[config.mk]
export PLATFORM = sky130hd
export DESIGN_NAME = scl_phase_gen
export DESIGN_NICKNAME = d
export VERILOG_FILES = /design/src/rtl/scl_pkg.sv /design/src/rtl/scl_cfg_hold.sv /design/src/rtl/scl_pos_acc.sv /design/src/rtl/scl_out_track.sv /design/src/rtl/scl_pos_split.sv /design/src/rtl/scl_phase_gen.sv
export SDC_FILE = /design/constraint.sdc
export NUM_CORES = 1
export LEC_CHECK = 0
export CAP_MARGIN = 30
export CORE_MARGIN = 5
export CORE_UTILIZATION = 45
export CTS_CLUSTER_SIZE = 10
export DETAILED_ROUTE_END_ITERATION = 8
export PLACE_DENSITY = 0.69
export SLEW_MARGIN = 5
export SYNTH_ARGS = -nofsm -noshare
export SYNTH_HDL_FRONTEND = slang
export SYNTH_SLANG_ARGS = --single-unit
[constraint.sdc]
create_clock -name clk -period 5.1 [get_ports clk]
set_clock_uncertainty 0.2 [all_clocks]
set_input_delay 0.51 -clock clk [delete_from_list [all_inputs] [get_ports clk]]
set_output_delay 0.51 -clock clk [all_outputs]
set_load 0.02 [all_outputs]
[src/rtl/scl_pkg.sv]
package scl_pkg;
  localparam int FRAC_W  = 13;
  localparam int PHASE_W = 4;
  localparam int ONE_POS = 1 << FRAC_W;
endpackage

[src/rtl/scl_cfg_hold.sv]
module scl_cfg_hold #(
  parameter int INC_W = 16,
  parameter int LEN_W = 12
) (
  input  logic             clk,
  input  logic             rst_n,
  input  logic             load,
  input  logic [INC_W-1:0] inc_in,
  input  logic [LEN_W-1:0] len_in,
  output logic [INC_W-1:0] inc_q,
  output logic [LEN_W-1:0] len_q
);
  logic [INC_W-1:0] inc_d;
  logic [LEN_W-1:0] len_d;

  always_comb begin
    inc_d = inc_q;
    len_d = len_q;
    if (load) begin
      inc_d = inc_in;
      len_d = len_in;
    end
  end

  always_ff @(posedge clk or negedge rst_n) begin
    if (!rst_n) begin
      inc_q <= '0;
      len_q <= '0;
    end else if (load) begin
      inc_q <= inc_d;
      len_q <= len_d;
    end
  end

  // captured values change only on load
  a_r10_hold: assert property (@(posedge clk) disable iff (!rst_n)
    !$past(load) |-> (inc_q == $past(inc_q)) && (len_q == $past(len_q)));
endmodule

[src/rtl/scl_pos_acc.sv]
module scl_pos_acc #(
  parameter int START_W = 19,
  parameter int INC_W   = 16,
  parameter int ACC_W   = 30
) (
  input  logic               clk,
  input  logic               rst_n,
  input  logic               load,
  input  logic               step,
  input  logic [START_W-1:0] start,
  input  logic [INC_W-1:0]   inc,
  output logic [ACC_W-1:0]   acc_q
);
  logic [ACC_W-1:0] start_ext;
  logic [ACC_W-1:0] acc_d;
  logic             acc_en;

  generate
    if (ACC_W > START_W) begin : g_ext
      assign start_ext = {{(ACC_W-START_W){start[START_W-1]}}, start};
    end else begin : g_cut
      assign start_ext = start[ACC_W-1:0];
    end
  endgenerate

  always_comb begin
    acc_en = load | step;
    acc_d  = acc_q;
    if (load)      acc_d = start_ext;
    else if (step) acc_d = acc_q + {{(ACC_W-INC_W){1'b0}}, inc};
  end

  always_ff @(posedge clk or negedge rst_n) begin
    if (!rst_n)      acc_q <= '0;
    else if (acc_en) acc_q <= acc_d;
  end

  // an accepted step grows the position by the captured increment
  a_r3_step_adds: assert property (@(posedge clk) disable iff (!rst_n)
    $past(step && !load) |->
      (acc_q == $past(acc_q) + {{(ACC_W-INC_W){1'b0}}, $past(inc)}));
endmodule

[src/rtl/scl_out_track.sv]
module scl_out_track #(
  parameter int LEN_W = 12
) (
  input  logic             clk,
  input  logic             rst_n,
  input  logic             load,
  input  logic             step,
  input  logic [LEN_W-1:0] len_q,
  output logic             active_q,
  output logic             last
);
  logic [LEN_W-1:0] cnt_q, cnt_d;
  logic             active_d;
  logic             en;

  assign last = active_q && (cnt_q == len_q);

  always_comb begin
    en       = load | step;
    cnt_d    = cnt_q;
    active_d = active_q;
    if (load) begin
      cnt_d    = '0;
      active_d = 1'b1;
    end else if (step) begin
      cnt_d    = cnt_q + 1'b1;
      active_d = !last;
    end
  end

  always_ff @(posedge clk or negedge rst_n) begin
    if (!rst_n) begin
      cnt_q    <= '0;
      active_q <= 1'b0;
    end else if (en) begin
      cnt_q    <= cnt_d;
      active_q <= active_d;
    end
  end

  // the count never runs past the captured length within a line
  a_r7_cnt_bound: assert property (@(posedge clk) disable iff (!rst_n)
    active_q |-> cnt_q <= len_q);
endmodule

[src/rtl/scl_pos_split.sv]
module scl_pos_split #(
  parameter int ACC_W = 30,
  parameter int IDX_W = 12
) (
  input  logic [ACC_W-1:0]           acc,
  output logic [IDX_W-1:0]           index,
  output logic [scl_pkg::PHASE_W-1:0] phase,
  output logic                       neg
);
  import scl_pkg::*;
  localparam int MAG_W = ACC_W - 1 - FRAC_W;

  logic [MAG_W-1:0] mag;
  logic [IDX_W-1:0] mag_fit;
  logic             over;

  assign neg   = acc[ACC_W-1];
  assign mag   = acc[ACC_W-2:FRAC_W];
  assign phase = acc[FRAC_W-1 -: PHASE_W];

  generate
    if (MAG_W > IDX_W) begin : g_sat
      assign over    = |mag[MAG_W-1:IDX_W];
      assign mag_fit = mag[IDX_W-1:0];
    end else begin : g_fit
      assign over    = 1'b0;
      assign mag_fit = {{(IDX_W-MAG_W){1'b0}}, mag};
    end
  endgenerate

  always_comb begin
    if (neg)       index = '0;
    else if (over) index = '1;
    else           index = mag_fit;
  end
endmodule

[src/rtl/scl_phase_gen.sv]
module scl_phase_gen #(
  parameter int START_W = 19,
  parameter int INC_W   = 16,
  parameter int LEN_W   = 12,
  parameter int IDX_W   = 12
) (
  input  logic                        clk,
  input  logic                        rst_n,
  input  logic [START_W-1:0]          cfg_start,
  input  logic [INC_W-1:0]            cfg_inc,
  input  logic [LEN_W-1:0]            cfg_len,
  input  logic                        line_start,
  input  logic                        advance,
  output logic                        out_valid,
  output logic                        out_last,
  output logic [IDX_W-1:0]            out_index,
  output logic [scl_pkg::PHASE_W-1:0] out_phase,
  output logic                        out_neg
);
  localparam int SUM_W = LEN_W + INC_W + 2;
  localparam int ACC_W = (SUM_W > START_W + 1) ? SUM_W : START_W + 1;

  logic             rst_m, rst_s;
  logic [INC_W-1:0] inc_q;
  logic [LEN_W-1:0] len_q;
  logic [ACC_W-1:0] acc_q;
  logic             active_q, last, step;

  // asynchronous assert, synchronous release
  always_ff @(posedge clk or negedge rst_n) begin
    if (!rst_n) begin
      rst_m <= 1'b0;
      rst_s <= 1'b0;
    end else begin
      rst_m <= 1'b1;
      rst_s <= rst_m;
    end
  end

  assign step = advance & active_q & ~line_start;

  scl_cfg_hold #(.INC_W(INC_W), .LEN_W(LEN_W)) u_cfg (
    .clk(clk), .rst_n(rst_s), .load(line_start),
    .inc_in(cfg_inc), .len_in(cfg_len), .inc_q(inc_q), .len_q(len_q));

  scl_pos_acc #(.START_W(START_W), .INC_W(INC_W), .ACC_W(ACC_W)) u_acc (
    .clk(clk), .rst_n(rst_s), .load(line_start), .step(step),
    .start(cfg_start), .inc(inc_q), .acc_q(acc_q));

  scl_out_track #(.LEN_W(LEN_W)) u_trk (
    .clk(clk), .rst_n(rst_s), .load(line_start), .step(step),
    .len_q(len_q), .active_q(active_q), .last(last));

  scl_pos_split #(.ACC_W(ACC_W), .IDX_W(IDX_W)) u_split (
    .acc(acc_q), .index(out_index), .phase(out_phase), .neg(out_neg));

  assign out_valid = active_q;
  assign out_last  = last;

  // a line start always presents a valid sample next cycle
  a_r2_load_valid: assert property (@(posedge clk) disable iff (!rst_s)
    $past(line_start) |-> out_valid);
  // the last marker only within a line
  a_r7_last_in_line: assert property (@(posedge clk) disable iff (!rst_s)
    out_last |-> out_valid);
  // advancing past the last sample ends the line
  a_r7_drop_after_last: assert property (@(posedge clk) disable iff (!rst_s)
    $past(out_last && advance && !line_start) |-> !out_valid);
  // idle advances leave the presented position alone
  a_r8_idle_hold: assert property (@(posedge clk) disable iff (!rst_s)
    $past(!out_valid && !line_start) |->
      (out_index == $past(out_index)) && (out_phase == $past(out_phase)));
  // within a line the index never moves backwards
  a_r4_monotonic: assert property (@(posedge clk) disable iff (!rst_s)
    $past(out_valid && advance && !line_start && !out_last) |->
      out_index >= $past(out_index));
  // a negative position always reports index zero
  a_r5_neg_clamp: assert property (@(posedge clk) disable iff (!rst_s)
    out_neg |-> out_index == '0);
endmodule

==> Word-level counts from Yosys, hierarchy flattened <==
Index checks and enable logic that the tools add are counted.
{ "word_totals": {"reg_bits": 73, "out_inout_bits": 19} }
{ "op_classes": {"add_sub_neg": 2, "n_eq_ne": 1, "n_mux": 8, "bitwise_logic": 4, "n_reduce_logical": 5} }
{ "ops": {"columns": ["cell", "n"], "rows": [
  ["$mux W30", 2],
  ["$mux W12", 4],
  ["$add A30 B16 Y30", 1],
  ["$add A12 B1 Y12 const B", 1],
  ["$eq A12 B12 Y1", 1],
  ["$reduce_or A4 Y1", 1],
  ["$and A1 B1 Y1", 2],
  ["$mux W1", 2],
  ["$reduce_and A2 Y1", 1],
  ["$reduce_bool A2 Y1", 1],
  ["$logic_and A1 B1 Y1", 1],
  ["$logic_not A1 Y1", 1],
  ["$not A1 Y1", 1],
  ["$or A1 B1 Y1", 1]
]} }

==> Depth between registers and ports, before layout <==
Gate-level depths: netlist (run 1).
{ "depth": {"ltp_word": 5, "depth_mapped": 9, "ltp_nobuf": 9} }

==> Cells and area by module <==
A second synthesis (run 1) with hierarchy kept.
{ "unflattened": {"cells_unflattened": 442, "area_unflattened_um2": 4521.8} }
{ "by_module_without_submodules": {"columns": ["module", "n_inst", "cells_per_inst", "area_per_inst_um2"], "rows": [
  ["scl_pos_acc", 1, 257, 2317.2],
  ["scl_cfg_hold", 1, 59, 1142.3],
  ["scl_out_track", 1, 90, 829.5],
  ["scl_pos_split", 1, 32, 170.2],
  ["scl_phase_gen", 1, 4, 62.6]
]} }

==> Least setup slack after synthesis (run 1) <==
Ideal clock, no wire load.
{ "synth_timing": {"kind": "reg-to-reg", "from": "register u_cfg.inc_q[0]", "to": "register u_acc.acc_q[22]", "setup_time_ns": 0.130, "arrival_time_ns": 2.266, "t_required_ns": 4.770, "path_slack_ns": 2.504, "stages_incl_launch_ff": 10, "path_buffers": 0, "path_cell_list": "dfrtp_1 > ha_1 > fa_1 > a211oi_1 > o21ai_1 > a21oi_1 > o221ai_1 > a21oi_2 > nor4b_1 > nor3_1"} }
{ "synth_via": {"elab_chain_cells": 3} }
{ "synth_rtl": {"columns": ["item", "line_no", "rtl"], "rows": [
  ["start: declaration", "scl_cfg_hold.sv:10", "output logic [INC_W-1:0] inc_q,"],
  ["start signal: assignment", "scl_cfg_hold.sv:30", "inc_q <= inc_d;"],
  ["$add A30 B16 Y30", "scl_pos_acc.sv:30", "else if (step) acc_d = acc_q + {{(ACC_W-INC_W){1'b0}}, inc};"],
  ["$mux W30", "scl_pos_acc.sv:30", null],
  ["$mux W30", "scl_pos_acc.sv:29", "if (load) acc_d = start_ext;"],
  ["end signal: assignment", "scl_pos_acc.sv:34", "if (!rst_n) acc_q <= '0;"],
  ["end signal: assignment", "scl_pos_acc.sv:35", "else if (acc_en) acc_q <= acc_d;"],
  ["end: declaration", "scl_pos_acc.sv:12", "output logic [ACC_W-1:0] acc_q"]
]} }
Every way passes these cells. The select of a mux whose other input is x is not followed.
A chain may end at the register's enable or synchronous reset.

==> Worst setup path in the final report (run 1) <==
{ "layout_timing": {"from": "register u_acc.acc_q[28]", "to": "output port out_index[7]"} }
{ "layout_via": {"elab_chain_cells": 3} }
{ "layout_rtl": {"columns": ["item", "line_no", "rtl"], "rows": [
  ["$reduce_or A4 Y1", "scl_pos_split.sv:23", "assign over = |mag[MAG_W-1:IDX_W];"],
  ["$mux W12", "scl_pos_split.sv:33", "else if (over) index = '1;"],
  ["$mux W12", "scl_pos_split.sv:32", "if (neg) index = '0;"],
  ["end: declaration", "scl_phase_gen.sv:16", "output logic [IDX_W-1:0] out_index,"]
]} }
Every way passes these cells.

==> results of run 1 <==
## cells in the mapped netlist (all sizes together) (5+ instances only)
| cell type | count | share of area [%] |
|---|---|---|
| dfrtp | 73 | 41 |
| nor2 | 53 | 4.5 |
| nand2 | 43 | 3.7 |
| a21oi | 33 | 3.8 |
| mux2 | 29 | 7.4 |
| o21ai | 29 | 3.4 |
| xnor2 | 27 | 5.3 |
| xor2 | 18 | 3.6 |
| ha | 17 | 4.8 |
| buf | 13 | 2.1 |
| clkbuf | 12 | 1.2 |
| nand4 | 11 | 1.5 |
| o21a | 10 | 1.7 |
| nand3 | 9 | 1.3 |
| and3 | 8 | 1.2 |
| a21o | 7 | 1.2 |
| mux2i | 6 | 1.4 |
| nor3 | 6 | 0.79 |
| a211oi | 5 | 1.1 |
## registers in the layout (all words and copies together) (netlist names)
signal,flops
u_acc.acc_q,30
u_cfg.inc_q,16
u_cfg.len_q,12
u_trk.cnt_q,12
rst_m,1
rst_s,1
u_trk.active_q,1
## critical path, cell delays in order (launching register included)
cell,delay [ns]
dfrtp_1,0.41
or4_1,0.75
nor2_1,0.19
nor2_1,0.06
clkdlybuf4s50_1,0.55
## logic make-up (layout without fill, tap and decap cells)
family	after synthesis	count (layout)
buffers and inverters	31	92
DFF	73	73
and+or+nand+nor	146	146
adders and majority gates	18	18
other	1	1
xor gates and xnor gates	45	45
AOI/OAI and AO/OA	100	100
muxes	35	35
## power by group through the flow
stage / logic, uW / registers [uW] / clock network [uW]
global route: 661 / 711 / 498
detailed placement: 584 / 712 / 0
finish: 591 / 700 / 467
global placement: 571 / 709 / 0
CTS: 589 / 701 / 477
floorplan: 498 / 697 / 0
## worst max-delay path by stage
stage          slack [ns]         endpoint  depth (start not counted)
6_report             2.08     out_index[7]                          4
5_1_grt              1.95     out_index[2]                          4
4_1_cts              2.03     out_index[7]                          4
3_5_place_dp         2.13  u_acc.acc_q[28]                          7
3_3_place_gp         2.19  u_acc.acc_q[28]                          7
2_1_floorplan        2.50  u_acc.acc_q[22]                          9
## through the flow
step           total power (uW)  hold WS (ns)
3_5_place_dp               1300         0.143
6_report                   1760        0.0424
5_1_grt                    1870        0.0887
3_3_place_gp               1280         0.137
2_1_floorplan              1200        0.0144
4_1_cts                    1770         0.106
## final cells by class
class	instances	area (um2)	area share, %
sequential	73	1830	34.4
timing repair buffer	73	748	14.1
clock buffer	10	138	2.59
inverter	3	11.3	0.212
tap	133	166	3.13
clock inverter	6	66.3	1.25
multi-input combinational	345	2350	44.3
## routing by layer
metal,vias to the layer above,part of all wire [%],global-route usage (%)
met1,1611,48,23.8
li1,1683,-,-
met2,54,47,27.3
met5,-,0,0
met3,12,3.6,2.58
met4,0,1.6,7.12
==> metrics.md, run 1 <==
| Metric | Value |
|---|---|
| Status | complete, no violations |
| Finished Layout Cells | 643 |
| Max_cap viols | 0 |
| Average vias per placed instance | 5.23 |
| Antenna violations before repair | 0 |
| DP Area | 5080 um2 |
| Internal power | 1160 uW |
| Cell count after synthesis | 449 |
| Final setup margin | 2.08 ns |
| Final-report hold violation count | 0 |
| Post-CTS setup buffer count | 0 |
| Fin area | 5310 um2 |
| Post-CTS Resized | 0 |
| Sw power | 603 uW |
| DRT Wirelength | 9530 um |
| Io pins | 70 |
| FF-to-FF Start | u_cfg.inc_q[0] |
| Layout cells sized above 1 | 12.4% |
| CP required | 4.39 ns |
| Yosys reg bits | 73 |
| Data arrival time of the critical path | 2.31 ns |
| CP endpoint kind | output pin |
| Cts hold-fix bufs | 0 |
| Cells after DPL | 626 |
| Critical Path Start | u_acc.acc_q[28] |
| Residual DRC | 0 |
| Syn avg cell area | 9.89 um2 |
| GRT Total Usage | 17.3% |
| Vias post-DR | 3360 |
| Tmin final | 3.02 ns |
| Flop-to-flop setup slack | 2.17 ns |
| Final setup viols | 0 |
| Root buf cell | clkbuf_8 |
| Sequential area share after synthesis | 41.1% |
| Main combinational cell family by area after synthesis | simple AND/OR/NAND/NOR gates |
| Final #Nets | 574 |
| Routed Antenna Nets | 0 |
| Post-Place Setup Slack | 2.13 ns |
| CTS tree | yes |
| Row Count | 36 |
| Core area | 9680 um2 |
| Synth-to-Final Area Change | 19.6% |
| Worst rel slew slack | 55.4% |
| Synth Net Count | 518 |
| Min-Delay Path Class | reg -> async |
| Crit start category | flop |
| Clock Path Buffers | 2 |
| Die width | 109 um |
| Power per cell area | 331 nW/um2 |
| Post-synth EDFFs | 0 |
| Setup CP Type | reg -> out |
| Fmax | 332 MHz |
| Final Cycle Share | 59.1% |
| Peak supply drop | 0.153 mV |
| Leakage | 0.00217 uW |
| 1st-pass router iterations | 4 |
| DIE AREA | 12000 um2 |
| Worst-skew pair later-pin latency | 0.35 ns |
| Clk slew on worst S/H paths | 0.08 ns |
| Iter 0 DRT Violations | 134 |
| Seq pwr share | 39.8% |
| Synth Area in Compound Gates | 14.6% |
| Placer Congestion | 0.887 |
| Most common cell after layout, fill and taps aside | dfrtp_1 |
| Reg2reg end | u_acc.acc_q[22] |
| Combinational Power Share | 33.6% |
| CP Max Fanout | 12 |
| Initial core utilization | 45.9% |
| RSZ-0062 raised after global routing | false |
| Xor/xnor share of the synthesized area | 8.88% |
| Dominant synthesized flop cell | dfrtp_1 |
| Clock power share | 26.6% |
| H-tree depth | 3 |
| Mapped cell area | 4440 um2 |
| Grt ovf | 0 |
| Number of global-route vias before repair | 3483 |
| ANT cells | 0 |
| Core Util, Final | 54.9% |
| Port Buffer Count | 69 |
| Ys Warns | 0 |
| Final setup TNS | 0 ns |
| Post-synthesis mux area share | 8.71% |
| Num CTS Buffers | 9 |
| Synth unique cells | 57 |
| Post-synth ARST share | 100% |
| Final HPWL DP | 7050 um |
| Slew Viols, Final | 0 |
| TritonCTS Sinks | 73 |
| Adder-cell share of the synthesized area | 5.24% |
| R2R depth | 9 |
| First-pass GRT wire length | 16500 um |
| Largest net degree at the start of global routing | 72 |
| Measured slew at the worst slew-check pin | 0.669 ns |
| Most frequent cells in the layout | 72 x dfrtp_1, 68 x clkdlybuf4s50_1, 53 x nor2_1 |
| Simple logic cell fraction of the synthesized area | 15.5% |
| Switching part of the total | 34.3% |
| Die height | 109 um |
| Fillers | 892 |
| Routed len/inst | 14.8 um |
(Power assumes the default switching activity.)
==> inputs of run 2 (changes only) <==
clock period = 3.01 ns   (was 5.1 ns; I/O delays follow)
==> run 2 against run 1 <==
Effect of this change:
- cell area rose by 0.35%
- clock-buffer cell count fell by 1
- die area did not move
- sequential cell count did not move
- combinational power rose by 71%
- routed wire length barely moved
- final cell count rose by 0.78%
- non-clock buffer count rose by 5
- sequential power rose by 69%
- register-to-register slack got worse by 2.0 ns
- global-route usage fell by 0.43 points
==> metrics.md, run 2 (synthesized netlist as in run 1, its figures left out) <==
| Metric | Value |
|---|---|
| Slew Viols, Final | 0 (unchanged) |
| Antenna violations before repair | 0 (unchanged) |
| Most common cell after layout, fill and taps aside | dfrtp_1 |
| Clock Path Buffers | 2 (unchanged) |
| DP Area | 5100 um2 (+0.44%) |
| CP required | 3.03 ns (-1.36 ns) |
| TritonCTS Sinks | 73 (unchanged) |
| Routed len/inst | 14.7 um (-0.76%) |
| Finished Layout Cells | 648 (+0.78%) |
| Clock power share | 24.6% (-2.0 points) |
| CP Max Fanout | 3 (-9) |
| Sw power | 1040 uW (+73%) |
| Fillers | 887 (-0.56%) |
| Root buf cell | clkbuf_8 |
| Crit-path cells | ha_1 -> fa_1 -> a211oi_1 -> o21ai_1 -> a21oi_1 -> o221ai_1 -> a21oi_2 -> nor4b_1 -> nor3_1 |
| Largest regs | u_acc.acc_q (30), u_cfg.inc_q (16) |
| Final setup viols | 0 (unchanged) |
| Measured slew at the worst slew-check pin | 0.529 ns (-0.140 ns) |
| Internal power | 1870 uW (+62%) |
| Die width | 109 um (unchanged) |
| Crit start category | flop |
| Worst rel slew slack | 64.7% (+9.3 points) |
| Data arrival time of the critical path | 2.90 ns (+0.59 ns) |
| DIE AREA | 12000 um2 (unchanged) |
| Max_cap viols | 0 (unchanged) |
| H-tree depth | 3 (unchanged) |
| Leakage | 0.00218 uW (+0.72%) |
| Grt ovf | 0 (unchanged) |
| Final-report hold violation count | 0 (unchanged) |
| ANT cells | 0 (unchanged) |
| Final HPWL DP | 7040 um (-0.16%) |
| Residual DRC | 0 (unchanged) |
| Setup CP Type | reg -> reg |
| Worst-skew pair later-pin latency | 0.35 ns (about the same) |
| Iter 0 DRT Violations | 185 (+38%) |
| Placer Congestion | 0.832 (-6.2%) |
| Final setup TNS | 0 ns (unchanged) |
| Tmin final | 2.88 ns |
| Min-Delay Path Class | reg -> async |
| Most frequent cells in the layout | 72 x dfrtp_1, 68 x clkdlybuf4s50_1, 53 x nor2_1 |
| Combinational Power Share | 34.7% (+1.1 points) |
| Largest net degree at the start of global routing | 72 (unchanged) |
| Number of global-route vias before repair | 3559 (+2.2%) |
| Status | complete, no violations |
| Io pins | 70 (unchanged) |
| Num CTS Buffers | 9 (unchanged) |
| Port Buffer Count | 69 (unchanged) |
| First-pass GRT wire length | 16300 um (-1.1%) |
| Die height | 109 um (unchanged) |
| Peak supply drop | 0.273 mV (+78%) |
| Power per cell area | 546 nW/um2 (+65%) |
| Routed Antenna Nets | 0 (unchanged) |
| Seq pwr share | 40.7% (+0.9 points) |
| Core Util, Final | 55.1% (+0.19 points) |
| CTS tree | yes |
| Vias post-DR | 3434 (+2.2%) |
| Final Cycle Share | 95.6% |
| Fmax | 347 MHz |
| Fin area | 5330 um2 (+0.35%) |
| Clk slew on worst S/H paths | 0.09 ns (about the same) |
| Initial core utilization | 45.9% (unchanged) |
| Core area | 9680 um2 (unchanged) |
| Final #Nets | 579 (+0.87%) |
| CP endpoint kind | flop |
| Largest stage delay on the critical path | 0.42 ns (-0.33 ns) |
| Biggest register | u_acc.acc_q |
| 1st-pass router iterations | 4 (unchanged) |
| DRT Wirelength | 9530 um (about the same) |
| Largest register FFs | 30 (unchanged) |
| Layout cells sized above 1 | 13.0% (+0.66 points) |
| GRT Total Usage | 16.9% (-0.43 points) |
| Synth-to-Final Area Change | 20.1% |
| Switching part of the total | 35.7% (+1.4 points) |
| Row Count | 36 (unchanged) |
| Average vias per placed instance | 5.30 (+1.4%) |
| Critical-path top delay cell | fa_1 |
| Cells after DPL | 629 (+0.48%) |
## run 2: power by group through the flow
stage / Combinational, uW / Sequential, uW / Clock [uW]
final: 1010 / 1180 / 716
after global routing: 1120 / 1200 / 783
after CTS: 1000 / 1190 / 737
after detailed placement: 991 / 1200 / 0
after global placement: 978 / 1200 / 0
after floorplan: 843 / 1180 / 0
## run 2: layout make-up
| class | instances | area, um2 | area share [%] |
|---|---|---|---|
| clock buffers | 9 | 124 | 2.32 |
| multi-input cells | 345 | 2350 | 44.2 |
| well taps | 133 | 166 | 3.12 |
| clock inverters | 7 | 58.8 | 1.10 |
| flip-flops and latches | 73 | 1830 | 34.3 |
| inverters | 3 | 11.3 | 0.211 |
| repair buffers | 78 | 788 | 14.8 |
## run 2: layer usage
layer	wire length [um]	up-vias	track usage [%]
met3	422	12	3.05
met4	147	0	6.14
li1	-	1688	-
met5	0	-	0
met2	4450	75	26.9
met1	4510	1659	23.0
## run 2: path summary, 6_finish.rpt
kind,endpoint,from,cells past startpoint,slack (ns)
min reg2reg,u_acc.acc_q[4],rst_s,1,0.01
max,u_acc.acc_q[22],u_cfg.inc_q[0],9,0.13
max reg2reg,u_acc.acc_q[22],u_cfg.inc_q[0],9,0.13
min in group clk,rst_s,rst_m,0,0.16
max in group asynchronous,rst_s,rst_n,2,2.03
min,u_acc.acc_q[4],rst_s,1,0.01
## run 2: stage by stage
step	setup slack (ns)	power [uW]	hold WS [ns]
3_5_place_dp	0.121	2200	0.140
4_1_cts	0.0991	2920	0.166
3_3_place_gp	0.206	2180	0.136
6_report	0.132	2910	0.0101
2_1_floorplan	0.414	2020	-0.195
5_1_grt	-0.0450	3110	0.0401
## run 2: timing repair
| action | 4_1_cts | 5_1_grt |
|---|---|---|
| setup endpoints to repair | 0 | 1 |
| hold endpoints to repair | 2 | 0 |
| hold buffers | 1 | 0 |
| gates resized for setup | 0 | 0 |
| buffers inserted | 0 | 1 |
## run 2: worst max-delay path, delay by kind of cell, from the launching register on
family	cells	cell delay, ns
compound gates	5	1.12
fa+ha+maj	2	0.65
simple gates	2	0.41
flops	1	0.38
